`src/rtl/addsub_lookahead_pkg.sv`:
```
// Shared definitions for the lookahead adder/subtractor.
// Assumes: operands are unsigned bit vectors of ADDSUB_WIDTH bits.
package addsub_lookahead_pkg;

    localparam int ADDSUB_WIDTH = 4;

    // Operation selected by the mode line.
    typedef enum logic {
        MODE_ADD = 1'b0,
        MODE_SUB = 1'b1
    } arith_mode_e;

endpackage

```
`src/rtl/addsub_operand_cond.sv`:
```
// Operand conditioning: XORs every bit of A with the mode line and picks the
// carry fed to the core (external carry in add mode, constant one in subtract).
// Assumes: purely combinational, no clock.
module addsub_operand_cond #(
    parameter int W = 4
) (
    input  logic [W-1:0] a_in,
    input  logic         ext_carry,
    input  logic         mode_sub,
    output logic [W-1:0] a_cond,
    output logic         core_carry
);

    // Per-bit XOR against the mode line.
    for (genvar gi = 0; gi < W; gi++) begin : g_xor
        assign a_cond[gi] = a_in[gi] ^ mode_sub;
    end

    // Carry selection; subtract mode supplies the +1 of two's complement.
    always_comb begin
        core_carry = mode_sub ? 1'b1 : ext_carry;
    end

endmodule

```
`src/rtl/addsub_pg_cells.sv`:
```
// Per-bit generate, propagate and half-sum terms.
// Assumes: propagate is the inclusive OR of the operand bits.
module addsub_pg_cells #(
    parameter int W = 4
) (
    input  logic [W-1:0] x,
    input  logic [W-1:0] y,
    output logic [W-1:0] gen,
    output logic [W-1:0] prop,
    output logic [W-1:0] hsum
);

    for (genvar gi = 0; gi < W; gi++) begin : g_cell
        assign gen[gi]  = x[gi] & y[gi];
        assign prop[gi] = x[gi] | y[gi];
        assign hsum[gi] = x[gi] ^ y[gi];
    end

endmodule

```
`src/rtl/addsub_carry_lookahead.sv`:
```
// Lookahead carry network. The carry into position i is a flat sum of
// products of the generate/propagate terms and the initial carry, with no
// carry chained from the position below.
// Assumes: W is small, since the product terms grow quadratically.
module addsub_carry_lookahead #(
    parameter int W = 4
) (
    input  logic [W-1:0] gen,
    input  logic [W-1:0] prop,
    input  logic         c0,
    output logic [W:0]   carry
);

    // Builds every carry from primary terms only.
    always_comb begin
        logic acc;
        logic term;
        for (int i = 0; i <= W; i++) begin
            term = c0;
            for (int k = 0; k < i; k++) begin
                term = term & prop[k];
            end
            acc = term;
            for (int j = 0; j < i; j++) begin
                term = gen[j];
                for (int k = j + 1; k < i; k++) begin
                    term = term & prop[k];
                end
                acc = acc | term;
            end
            carry[i] = acc;
        end
    end

endmodule

```
`src/rtl/addsub_lookahead.sv`:
```
// Four-bit add/subtract unit on a lookahead adder core.
// sub_mode = 0: {carry_out,result} = opb + opa + carry_in.
// sub_mode = 1: {carry_out,result} = opb + ~opa + 1, and carry_in is ignored.
// Assumes: purely combinational; the borrow flag is meaningful only in subtract mode.
module addsub_lookahead
    import addsub_lookahead_pkg::*;
#(
    parameter int WIDTH = ADDSUB_WIDTH
) (
    input  logic [WIDTH-1:0] opa,
    input  logic [WIDTH-1:0] opb,
    input  logic             carry_in,
    input  logic             sub_mode,
    output logic [WIDTH-1:0] result,
    output logic             carry_out,
    output logic             borrow_out
);

    localparam int NCARRY = WIDTH + 1;

    arith_mode_e      mode;
    logic [WIDTH-1:0] a_cond;
    logic             c_core;
    logic [WIDTH-1:0] g_bits;
    logic [WIDTH-1:0] p_bits;
    logic [WIDTH-1:0] h_bits;
    logic [NCARRY-1:0] c_bits;

    // Decodes the mode line into the operation type.
    always_comb begin
        mode = sub_mode ? MODE_SUB : MODE_ADD;
    end

    addsub_operand_cond #(.W(WIDTH)) i_cond (
        .a_in       (opa),
        .ext_carry  (carry_in),
        .mode_sub   (sub_mode),
        .a_cond     (a_cond),
        .core_carry (c_core)
    );

    addsub_pg_cells #(.W(WIDTH)) i_pg (
        .x    (opb),
        .y    (a_cond),
        .gen  (g_bits),
        .prop (p_bits),
        .hsum (h_bits)
    );

    addsub_carry_lookahead #(.W(WIDTH)) i_cla (
        .gen   (g_bits),
        .prop  (p_bits),
        .c0    (c_core),
        .carry (c_bits)
    );

    // Sum bits: half-sum XOR the carry into each position.
    for (genvar gi = 0; gi < WIDTH; gi++) begin : g_sum
        assign result[gi] = h_bits[gi] ^ c_bits[gi];
    end

    // Carry-out and the borrow flag for subtract mode.
    always_comb begin
        carry_out  = c_bits[WIDTH];
        borrow_out = (mode == MODE_SUB) ? ~c_bits[WIDTH] : 1'b0;
    end

endmodule

```
`config.mk`:
```
export PLATFORM = sky130hd
export DESIGN_NAME = addsub_lookahead
export DESIGN_NICKNAME = d
export VERILOG_FILES = /design/src/rtl/addsub_lookahead_pkg.sv /design/src/rtl/addsub_operand_cond.sv /design/src/rtl/addsub_pg_cells.sv /design/src/rtl/addsub_carry_lookahead.sv /design/src/rtl/addsub_lookahead.sv
export SDC_FILE = /design/constraint.sdc
export NUM_CORES = 1
export LEC_CHECK = 0
export CAP_MARGIN = 20
export CORE_AREA = 5 5 42 44
export DETAILED_ROUTE_END_ITERATION = 10
export DIE_AREA = 0 0 47 49
export PLACE_DENSITY = 0.52
export SETUP_SLACK_MARGIN = 0.3
export SLEW_MARGIN = 20
export SYNTH_ARGS = -nofsm -noshare
export SYNTH_HDL_FRONTEND = slang
export SYNTH_SLANG_ARGS = --single-unit
export TNS_END_PERCENT = 100
```
`constraint.sdc`:
```
create_clock -name vclk -period 2.5
set_clock_uncertainty 0.15 [all_clocks]
set_input_delay 0.5 -clock vclk [all_inputs]
set_output_delay 0.5 -clock vclk [all_outputs]
set_load 0.005 [all_outputs]
```
==> results.md, run 1 <==
* Max VDD drop at 0.00009466 V
* First-pass GRT wire length at 1.159 mm
* Final hold vios at 0
* Worst EP arrival at 1660 ps
* Register area share after synthesis at 0
* Post-Syn Area at 297.8 sq um
* Max FO, Critical Path at 4
* Top delay family on crit path: buffers and inverters
* Die X at 47 um
* WP data required at 1850 ps
* Top cell type's share of synthesized area at 0.3361
* Largest net degree at the start of global routing at 5
* CP Cell Sequence: buf_12 > xor2_4 > buf_6 > ha_4 > nor2_4 > o21ai_4 > a21boi_2 > xor2_1 > buf_2
* Clock buffers at 0
* Synthesized area per cell at 8.272 sq um
* Core area at 0.001401 sq mm
* Drt first pass iters at 1
* Clk network pwr share at 0
* Status: finished clean
* Initial DRC Count at 0
* Buf/Inv on CP at 3
* Comb pwr share at 1.000
* CP max stage cell: xor2_4
* Final setup margin at 188.1 ps
* Gr ovfl total at 0
* P_sw at 0.00006458 W
* P_int at 0.00008299 W
* FF+latch area at 0 sq um
* Fin Hold WS at 1315 ps
* Switching portion of total power at 0.4376
* Initial antenna violation count at 0
* Endpoints failing setup at 0
* Antenna Nets Post-Route at 0
* Seq cells at 0
* Share of layout cells above drive strength 1 at 0.5690
* Worst slew pin tran at 170.6 ps
* Worst hold path class: in -> out
* Die Height at 49 um
* DRC Markers at 0
* Site Rows at 14
* Startpoint Class: input port
* Initial Util at 0.2125
* Gp weighted congestion at 0.6633
* Fin Setup TNS at 0 ps
* Dpl hpwl at 561.3 um
* Leakage at 0.3099 nW
* Max stage delay on crit path at 180 ps
* Power Dens Cells at 234.5 mW/mm^2
* Area leader, netlist: ha_1
* Post-route clock period utilization at 0.9248
* N_diodes at 0
* Reg power frac at 0
* Routed WL at 675 um
* Rel. slew slack at 0.8862
* CP Capture Type: primary output
* Synth Warn # at 0
* Ports at 16
* Fmax at 432.5 MHz
* Mapped Nets at 55
* Wire length per cell at 9.122 um
* Pre-CTS setup slack at -711.1 ps
* GRT Resource Usage Total at 0.06334
* Die ar. at 0.002303 sq mm
* Synth cell types at 14
* Unrepaired setup endpoints after global routing: true
* Layout area overhead at 111.3%
* Pins over their slew limit at 0
* Syn Inst Count at 36
* CTS Hold Bufs at 0
* Max Cap Viol at 0
* Via count at 297
* Number of global-route vias before repair at 290
* Total power at 0.0001476 W
* WS Path Type: in -> out
* Top cells by area, synth: ha_1, inv_1, xnor2_1
* Tmin final at 2312 ps
* Final Net Count at 79
* Post-DR vias/cell at 4.014
* IO Port Bufs at 16
## placed cells by master, fill, tap and decap left out
cell	count
a21oi_4	2
inv_1	8
dlygate4sd2_1	5
o21ai_4	1
o21ai_1	1
buf_2	6
ha_4	3
nor2_4	2
inv_2	3
fa_1	1
clkdlybuf4s15_2	1
buf_12	1
xnor2_1	2
ha_1	3
o211a_1	1
xor2_1	1
buf_6	1
xnor2_2	2
buf_4	6
dlymetal6s2s_1	1
clkdlybuf4s50_1	1
xor2_4	2
clkdlybuf4s15_1	1
ha_2	2
a21boi_2	1
## final timing paths
check                 startpoint    endpoint  slack [ps]  cells past startpoint
worst max-delay path    sub_mode   result[2]         190                      9
worst min-delay path    sub_mode  borrow_out        1310                      4
## synth_stat cells (all sizes together)
cell and count:
a21boi 1, inv 11, fa 1, o211a 1, xor2 3, ha 8, a21oi 2, nor2 2
o21ai 2, buf 1, xnor2 4
## stage by stage
stage,utilization,cell area (sq um),instances
2_1_floorplan,-,297.8,36
3_3_place_gp,0.3652,511.7,73
3_5_place_dp,0.3652,511.7,73
4_1_cts,0.3893,545.5,74
5_1_grt,0.4491,629.4,74
6_report,0.4491,629.4,74
## power by group through the flow
stage          logic [W]  registers [W]  clock network [W]
2_1_floorplan  0.0000598              0                  0
3_3_place_gp    0.000133              0                  0
3_5_place_dp    0.000134              0                  0
4_1_cts         0.000129              0                  0
5_1_grt         0.000162              0                  0
6_report        0.000148              0                  0
## what timing repair did
item                                    4_1_cts  5_1_grt
pin swaps                                    13        6
resized for setup                            54       13
endpoints found under the setup margin        6        6
buffers inserted                              1        0
## layout make-up
type | instances | area (sq um)
fill | 141 | 772.0
timing repair buffer | 23 | 193.9
tap | 16 | 20.02
multi-input combinational | 24 | 374.1
inverter | 11 | 41.29
## cell families (layout without fill, tap and decap cells)
family,after synthesis,count (layout),share of synthesized area
buffers and inverters,12,34,0.1765
adder cells (fa/ha/maj),9,9,0.4034
XOR/XNOR,7,7,0.2059
AO/OA/AOI/OAI,6,6,0.1638
AND/OR/NAND/NOR,2,2,0.05041
## metal layers
metal | up-vias | track usage | part of all wire
met5 | - | 0 | 0
met4 | 0 | 0 | 0
met3 | 0 | 0 | 0.058
met2 | 7 | 0.1176 | 0.61
met1 | 140 | 0.08333 | 0.33
li1 | 150 | - | -
Note: power is estimated with default switching activity, not from simulation.
==> run 2: changes to the inputs <==
Clock period 2.5 ns to 2.17 ns, I/O delays scaled along.
==> results.md, run 2 (synthesis gave the netlist of run 1 again) <==
* Status: finished clean (unchanged)
* Worst slew pin tran at 217.8 ps (was 170.6 ps)
* Max stage delay on crit path at 210 ps (was 180 ps)
* IO Port Bufs at 16 (unchanged)
* Die X at 47 um (unchanged)
* Endpoints failing setup at 0 (unchanged)
* Comb pwr share at 1.000 (about the same)
* Hold_sp: opa[1] (was sub_mode)
* Worst hold path class: in -> out (unchanged)
* Unrepaired setup endpoints after global routing: true (unchanged)
* N_diodes at 0 (unchanged)
* CP Cell Sequence: buf_12 > buf_6 > xnor2_4 > ha_2 > a21oi_4 > a21oi_4 > o211a_1 > buf_2 (was buf_12 > xor2_4 > buf_6 > ha_4 > nor2_4 > o21ai_4 > a21boi_2 > xor2_1 > buf_2)
* Initial Util at 0.2125 (unchanged)
* GRT Resource Usage Total at 0.06408 (was 0.06334)
* Clock buffers at 0 (unchanged)
* Final hold vios at 0 (unchanged)
* Share of layout cells above drive strength 1 at 0.6607 (was 0.5690)
* Via count at 281 (was 297)
* Initial antenna violation count at 0 (unchanged)
* Startpoint Class: input port (unchanged)
* CP max stage cell: o211a_1 (was xor2_4)
* Drt first pass iters at 1 (unchanged)
* Die ar. at 0.002303 sq mm (unchanged)
* Clk network pwr share at 0 (about the same)
* Most common cell after layout, fill and taps aside: inv_1 (unchanged)
* P_sw at 0.00008202 W (was 0.00006458 W)
* DRC Markers at 0 (unchanged)
* FF+latch area at 0 sq um (unchanged)
* Seq cells at 0 (unchanged)
* Max Cap Viol at 0 (unchanged)
* Ports at 16 (unchanged)
* Final Net Count at 77 (was 79)
* Leakage at 0.3075 nW (was 0.3099 nW)
* Site Rows at 14 (unchanged)
* Routed WL at 762 um (was 675 um)
* Max VDD drop at 0.0001481 V (was 0.00009466 V)
* Post-DR vias/cell at 3.903 (was 4.014)
* Gp weighted congestion at 0.6353 (was 0.6633)
* Hold Crit Endpoint: result[1] (was borrow_out)
* Fin Hold WS at 1236 ps (was 1315 ps)
* Area after DPL at 518.0 sq um (was 511.7 sq um)
* Wire length per cell at 10.58 um (was 9.122 um)
* Die Height at 49 um (unchanged)
* Dpl hpwl at 530.6 um (was 561.3 um)
* Power Dens Cells at 282.0 mW/mm^2 (was 234.5 mW/mm^2)
* Fmax at 467.6 MHz
* Reg power frac at 0 (about the same)
* Post-route clock period utilization at 0.9856
* CP Capture Type: primary output (unchanged)
* Number of global-route vias before repair at 269 (was 290)
* Worst EP arrival at 1550 ps (was 1660 ps)
* Final instance area at 665.6 sq um (was 629.4 sq um)
* Max FO, Critical Path at 4 (unchanged)
* Gr ovfl total at 0 (unchanged)
* Antenna Nets Post-Route at 0 (unchanged)
* Initial DRC Count at 0 (unchanged)
* Layout area overhead at 123.5% (was 111.3%)
* Rel. slew slack at 0.8541 (was 0.8862)
* CTS Hold Bufs at 0 (unchanged)
* WS Path Type: in -> out (unchanged)
* WP data required at 1590 ps (was 1850 ps)
* P_int at 0.0001057 W (was 0.00008299 W)
* Most used cell, CP: a21oi_4
* Switching portion of total power at 0.4370 (was 0.4376)
* Pins over their slew limit at 0 (unchanged)
* Tmin final at 2139 ps
* Largest net degree at the start of global routing at 5 (unchanged)
* Hold depth at 6 (was 4)
* First-pass GRT wire length at 1.159 mm (unchanged)
* Leading cell types in the layout, fill and taps excluded: inv_1, buf_2, inv_2, ha_4 (was inv_1, buf_2, buf_4, dlygate4sd2_1)
* Core area at 0.001401 sq mm (unchanged)
==> run 2: changes by cell type in the layout (fill, tap and decap cells not counted), moves of 2 or more <==
cell | before | now
buf_6 | 1 | 3
dlygate4sd2_1 | 5 | 3
buf_8 | 0 | 2
buf_4 | 6 | 3
inv_1 | 8 | 6
==> run 2: what timing repair did <==
action / in CTS / in global routing
pin swaps: 17 / 8
setup buffers: 1 / 1
resized for setup: 58 / 24
setup endpoints to repair: 6 / 6
==> run 2: worst max-delay path by stage <==
stage,endpoint,from,cells past startpoint
final,borrow_out,sub_mode,8
after floorplan,borrow_out,sub_mode,7
after global placement,result[2],sub_mode,8
after global routing,result[2],opa[0],8
after CTS,result[2],sub_mode,8
after detailed placement,result[2],sub_mode,8
==> run 2: per-layer routing <==
| metal | up-vias | global-route usage | routed length (um) | share of wire |
|---|---|---|---|---|
| li1 | 146 | - | - | - |
| met1 | 127 | 0.08352 | 249 | 0.33 |
| met2 | 8 | 0.1199 | 475 | 0.62 |
| met3 | 0 | 0 | 36 | 0.047 |
| met4 | 0 | 0 | 0 | 0 |
| met5 | - | 0 | 0 | 0 |
==> run 2: metrics by stage <==
step / TNS, ps / power, W / util / setup slack (ps) / cells
6_report: 0 / 0.0001877 / 0.4750 / 31.25 / 72
5_1_grt: -108.7 / 0.0002054 / 0.4750 / -49.35 / 72
2_1_floorplan: 0 / 0.00007645 / - / 185.3 / 36
3_3_place_gp: -4948 / 0.0001567 / 0.3696 / -883.5 / 70
4_1_cts: 0 / 0.0001427 / 0.3804 / 3.922 / 71
3_5_place_dp: -4999 / 0.0001552 / 0.3696 / -900.6 / 70
==> run 2: power by group through the flow <==
stage	logic [W]	registers [W]	clock network, W
2_1_floorplan	0.0000765	0	0
3_3_place_gp	0.000157	0	0
3_5_place_dp	0.000155	0	0
4_1_cts	0.000143	0	0
5_1_grt	0.000205	0	0
6_report	0.000188	0	0
==> run 2: worst max-delay path: cells and delay by family <==
| family | cells | cell delay (ps) |
|---|---|---|
| fa+ha+maj | 1 | 190 |
| xor+xnor | 1 | 120 |
| compound gates | 3 | 440 |
| buf+inv | 3 | 370 |
==> run 2: layout make-up <==
cell class	instances	area [sq um]
Fill cell	146	735.7
Inverter	11	43.79
Multi-Input combinational cell	24	409.1
Tap cell	16	20.02
Timing Repair Buffer	21	192.7
==> run 3: changes to the inputs <==
Settings changed: PLACE_DENSITY 0.52 to 0.51, SYNTH_HIERARCHICAL set to 1.
==> results.md, run 3 <==
* Status: complete, but fails checks (was finished clean)
* Failing checks: negative setup slack
* Worst hold path class: in -> out (unchanged)
* WS Path Type: in -> out (unchanged)
* N_diodes at 0 (unchanged)
* Clock buffers at 0 (unchanged)
* Area leader, netlist: ha_1 (unchanged)
* Seq cells at 0 (unchanged)
* Post-route clock period utilization at 1.077 (was 0.9856)
* GRT Resource Usage Total at 0.05754 (was 0.06408)
* Fin Setup TNS at -542.0 ps (was 0 ps)
* DR WL met3 at 45 um (was 36 um)
* CP startpoint: carry_in (was sub_mode)
* Wire length per cell at 8.645 um (was 10.58 um)
* Synth cell types at 9 (was 14)
* CP Capture Type: primary output (unchanged)
* Site Rows at 14 (unchanged)
* Max Cap Viol at 0 (unchanged)
* Max FO, Critical Path at 3 (was 4)
* Routed WL at 657 um (was 762 um)
* Die X at 47 um (unchanged)
* DR WL met2 at 391 um (was 475 um)
* Pins over their slew limit at 0 (unchanged)
* Leading cell types in the layout, fill and taps excluded: inv_1, buf_4, buf_2 (was inv_1, buf_2, inv_2, ha_4)
* Synth top cells by count: inv_1, ha_1, xor2_1 (was inv_1, ha_1, xnor2_1)
* Largest net degree at the start of global routing at 5 (unchanged)
* Number of global-route vias before repair at 301 (was 269)
* Core area at 0.001401 sq mm (unchanged)
* Initial antenna violation count at 0 (unchanged)
* Synth Warn # at 6 (was 0)
* Worst EP arrival at 1750 ps (was 1550 ps)
* Initial DRC Count at 0 (unchanged)
* Max VDD drop at 0.00009490 V (was 0.0001481 V)
* Unrepaired setup endpoints after global routing: true (unchanged)
* Layout area overhead at 94.74% (was 123.5%)
* Comb pwr share at 1.000 (about the same)
* Gr ovfl total at 0 (unchanged)
* Syn Inst Count at 37 (was 36)
* M1 WL at 220 um (was 249 um)
* Top cells by area, synth: ha_1, xor2_1, inv_1 (was ha_1, inv_1, xnor2_1)
* Hold depth at 5 (was 6)
* Via count at 292 (was 281)
* Mapped Nets at 55 (unchanged)
* Final Net Count at 80 (was 77)
* Synthesized area per cell at 7.710 sq um (was 8.272 sq um)
* P_sw at 0.00006102 W (was 0.00008202 W)
* Drt first pass iters at 1 (unchanged)
* Tmin final at 2338 ps (was 2139 ps)
* DRC Markers at 0 (unchanged)
* Share of layout cells above drive strength 1 at 0.5000 (was 0.6607)
* Fmax at 427.7 MHz (was 467.6 MHz)
* Leakage at 0.3097 nW (was 0.3075 nW)
* Endpoints failing setup at 4 (was 0)
* Die ar. at 0.002303 sq mm (unchanged)
* Ports at 16 (unchanged)
* Most numerous cell in the Yosys netlist: inv_1 (unchanged)
* Post-DR vias/cell at 3.842 (was 3.903)
* Startpoint Class: input port (unchanged)
* Top Metal Used: met3 (unchanged)
* Crit path to: result[2] (was borrow_out)
* Placed insts at 72 (was 70)
* Post-Syn Area at 285.3 sq um (was 297.8 sq um)
* Most common cell after layout, fill and taps aside: inv_1 (unchanged)
* Top cell type's share of synthesized area at 0.3509 (was 0.3361)
* P_int at 0.00008837 W (was 0.0001057 W)
* Antenna Nets Post-Route at 0 (unchanged)
* Reg power frac at 0 (about the same)
* Switching portion of total power at 0.4085 (was 0.4370)
* Clk network pwr share at 0 (about the same)
* Final hold vios at 0 (unchanged)
* Fillcell total at 171 (was 146)
* Rel. slew slack at 0.8810 (was 0.8541)
* Die Height at 49 um (unchanged)
* Dpl hpwl at 511 um (was 530.6 um)
* IO Port Bufs at 16 (unchanged)
* WP data required at 1590 ps (about the same)
* FF+latch area at 0 sq um (unchanged)
* Initial Util at 0.2036 (was 0.2125)
* First-pass GRT wire length at 1.076 mm (was 1.159 mm)
* Fin cells at 76 (was 72)
* Power Dens Cells at 268.9 mW/mm^2 (was 282.0 mW/mm^2)
* Register area share after synthesis at 0 (unchanged)
* Gp weighted congestion at 0.5991 (was 0.6353)
* Worst slew pin tran at 177.9 ps (was 217.8 ps)
* Final setup margin at -168.1 ps (was 31.25 ps)
==> run 3: cell types whose count changed in the layout (fill, tap and decap cells not counted), moves of 3 or more <==
cell    delta
buf_4      +3
xor2_1     +3
ha_4       -3
a21o_1     +4
xor2_2     +3
==> run 3: metrics by stage <==
step	instance area [sq um]	utilization	total power (W)	worst slack, ps	hold WS, ps
floorplan	292.8	-	0.00006363	2.105	834.9
global placement	491.7	0.3509	0.0001478	-1017	1833
detailed placement	491.7	0.3509	0.0001466	-1016	1830
CTS	514.2	0.3670	0.0001391	-222.0	1189
global route	555.5	0.3964	0.0001700	-251.0	1241
finish	555.5	0.3964	0.0001494	-168.1	1196
==> run 3: worst min-delay path by stage <==
stage | slack [ps] | endpoint | from
4_1_cts | 1190 | result[0] | sub_mode
3_5_place_dp | 1830 | result[3] | opb[3]
6_report | 1200 | result[0] | sub_mode
2_1_floorplan | 830 | borrow_out | sub_mode
3_3_place_gp | 1830 | result[0] | opb[0]
5_1_grt | 1240 | result[0] | sub_mode
==> run 3: power groups by stage <==
stage / combinational (W) / clock (W) / sequential [W]
floorplan: 0.0000636 / 0 / 0
global placement: 0.000148 / 0 / 0
detailed placement: 0.000147 / 0 / 0
CTS: 0.000139 / 0 / 0
global route: 0.000170 / 0 / 0
finish: 0.000149 / 0 / 0
==> run 3: worst max-delay path, cell delays in order <==
cell and delay (ps):
dlygate4sd2_1 230, or2_1 240, a21o_1 190, a21o_1 190, buf_6 120, buf_6 100
xor2_2 130, buf_2 120
==> run 3: cells by family after synthesis <==
family                   count (synthesis)  share of synthesized area
buffers and inverters                   14                     0.2237
XOR/XNOR                                 8                     0.2456
adder cells (fa/ha/maj)                  8                     0.3509
AO/OA/AOI/OAI                            5                     0.1360
AND/OR/NAND/NOR                          2                    0.04389
==> run 3: per-layer routing <==
layer | vias up | global-route usage
met3 | 0 | 0
met1 | 134 | 0.06522
met4 | 0 | 0
met5 | - | 0
met2 | 9 | 0.1176
li1 | 149 | -
==> run 3: final cells by class <==
class	instances	area, sq um	area share
inverter	12	45.04	0.08108
timing repair buffer	25	207.7	0.3739
multi-input combinational	23	282.8	0.5090
tap	16	20.02	0.03604
==> run 3: timing repair <==
item / CTS / global route
endpoints found under the setup margin: 6 / 6
setup buffers: 4 / 0
hold buffers: 0 / 0
pin swaps: 13 / 5
resized for setup: 48 / 13
hold endpoints to repair: 0 / 0
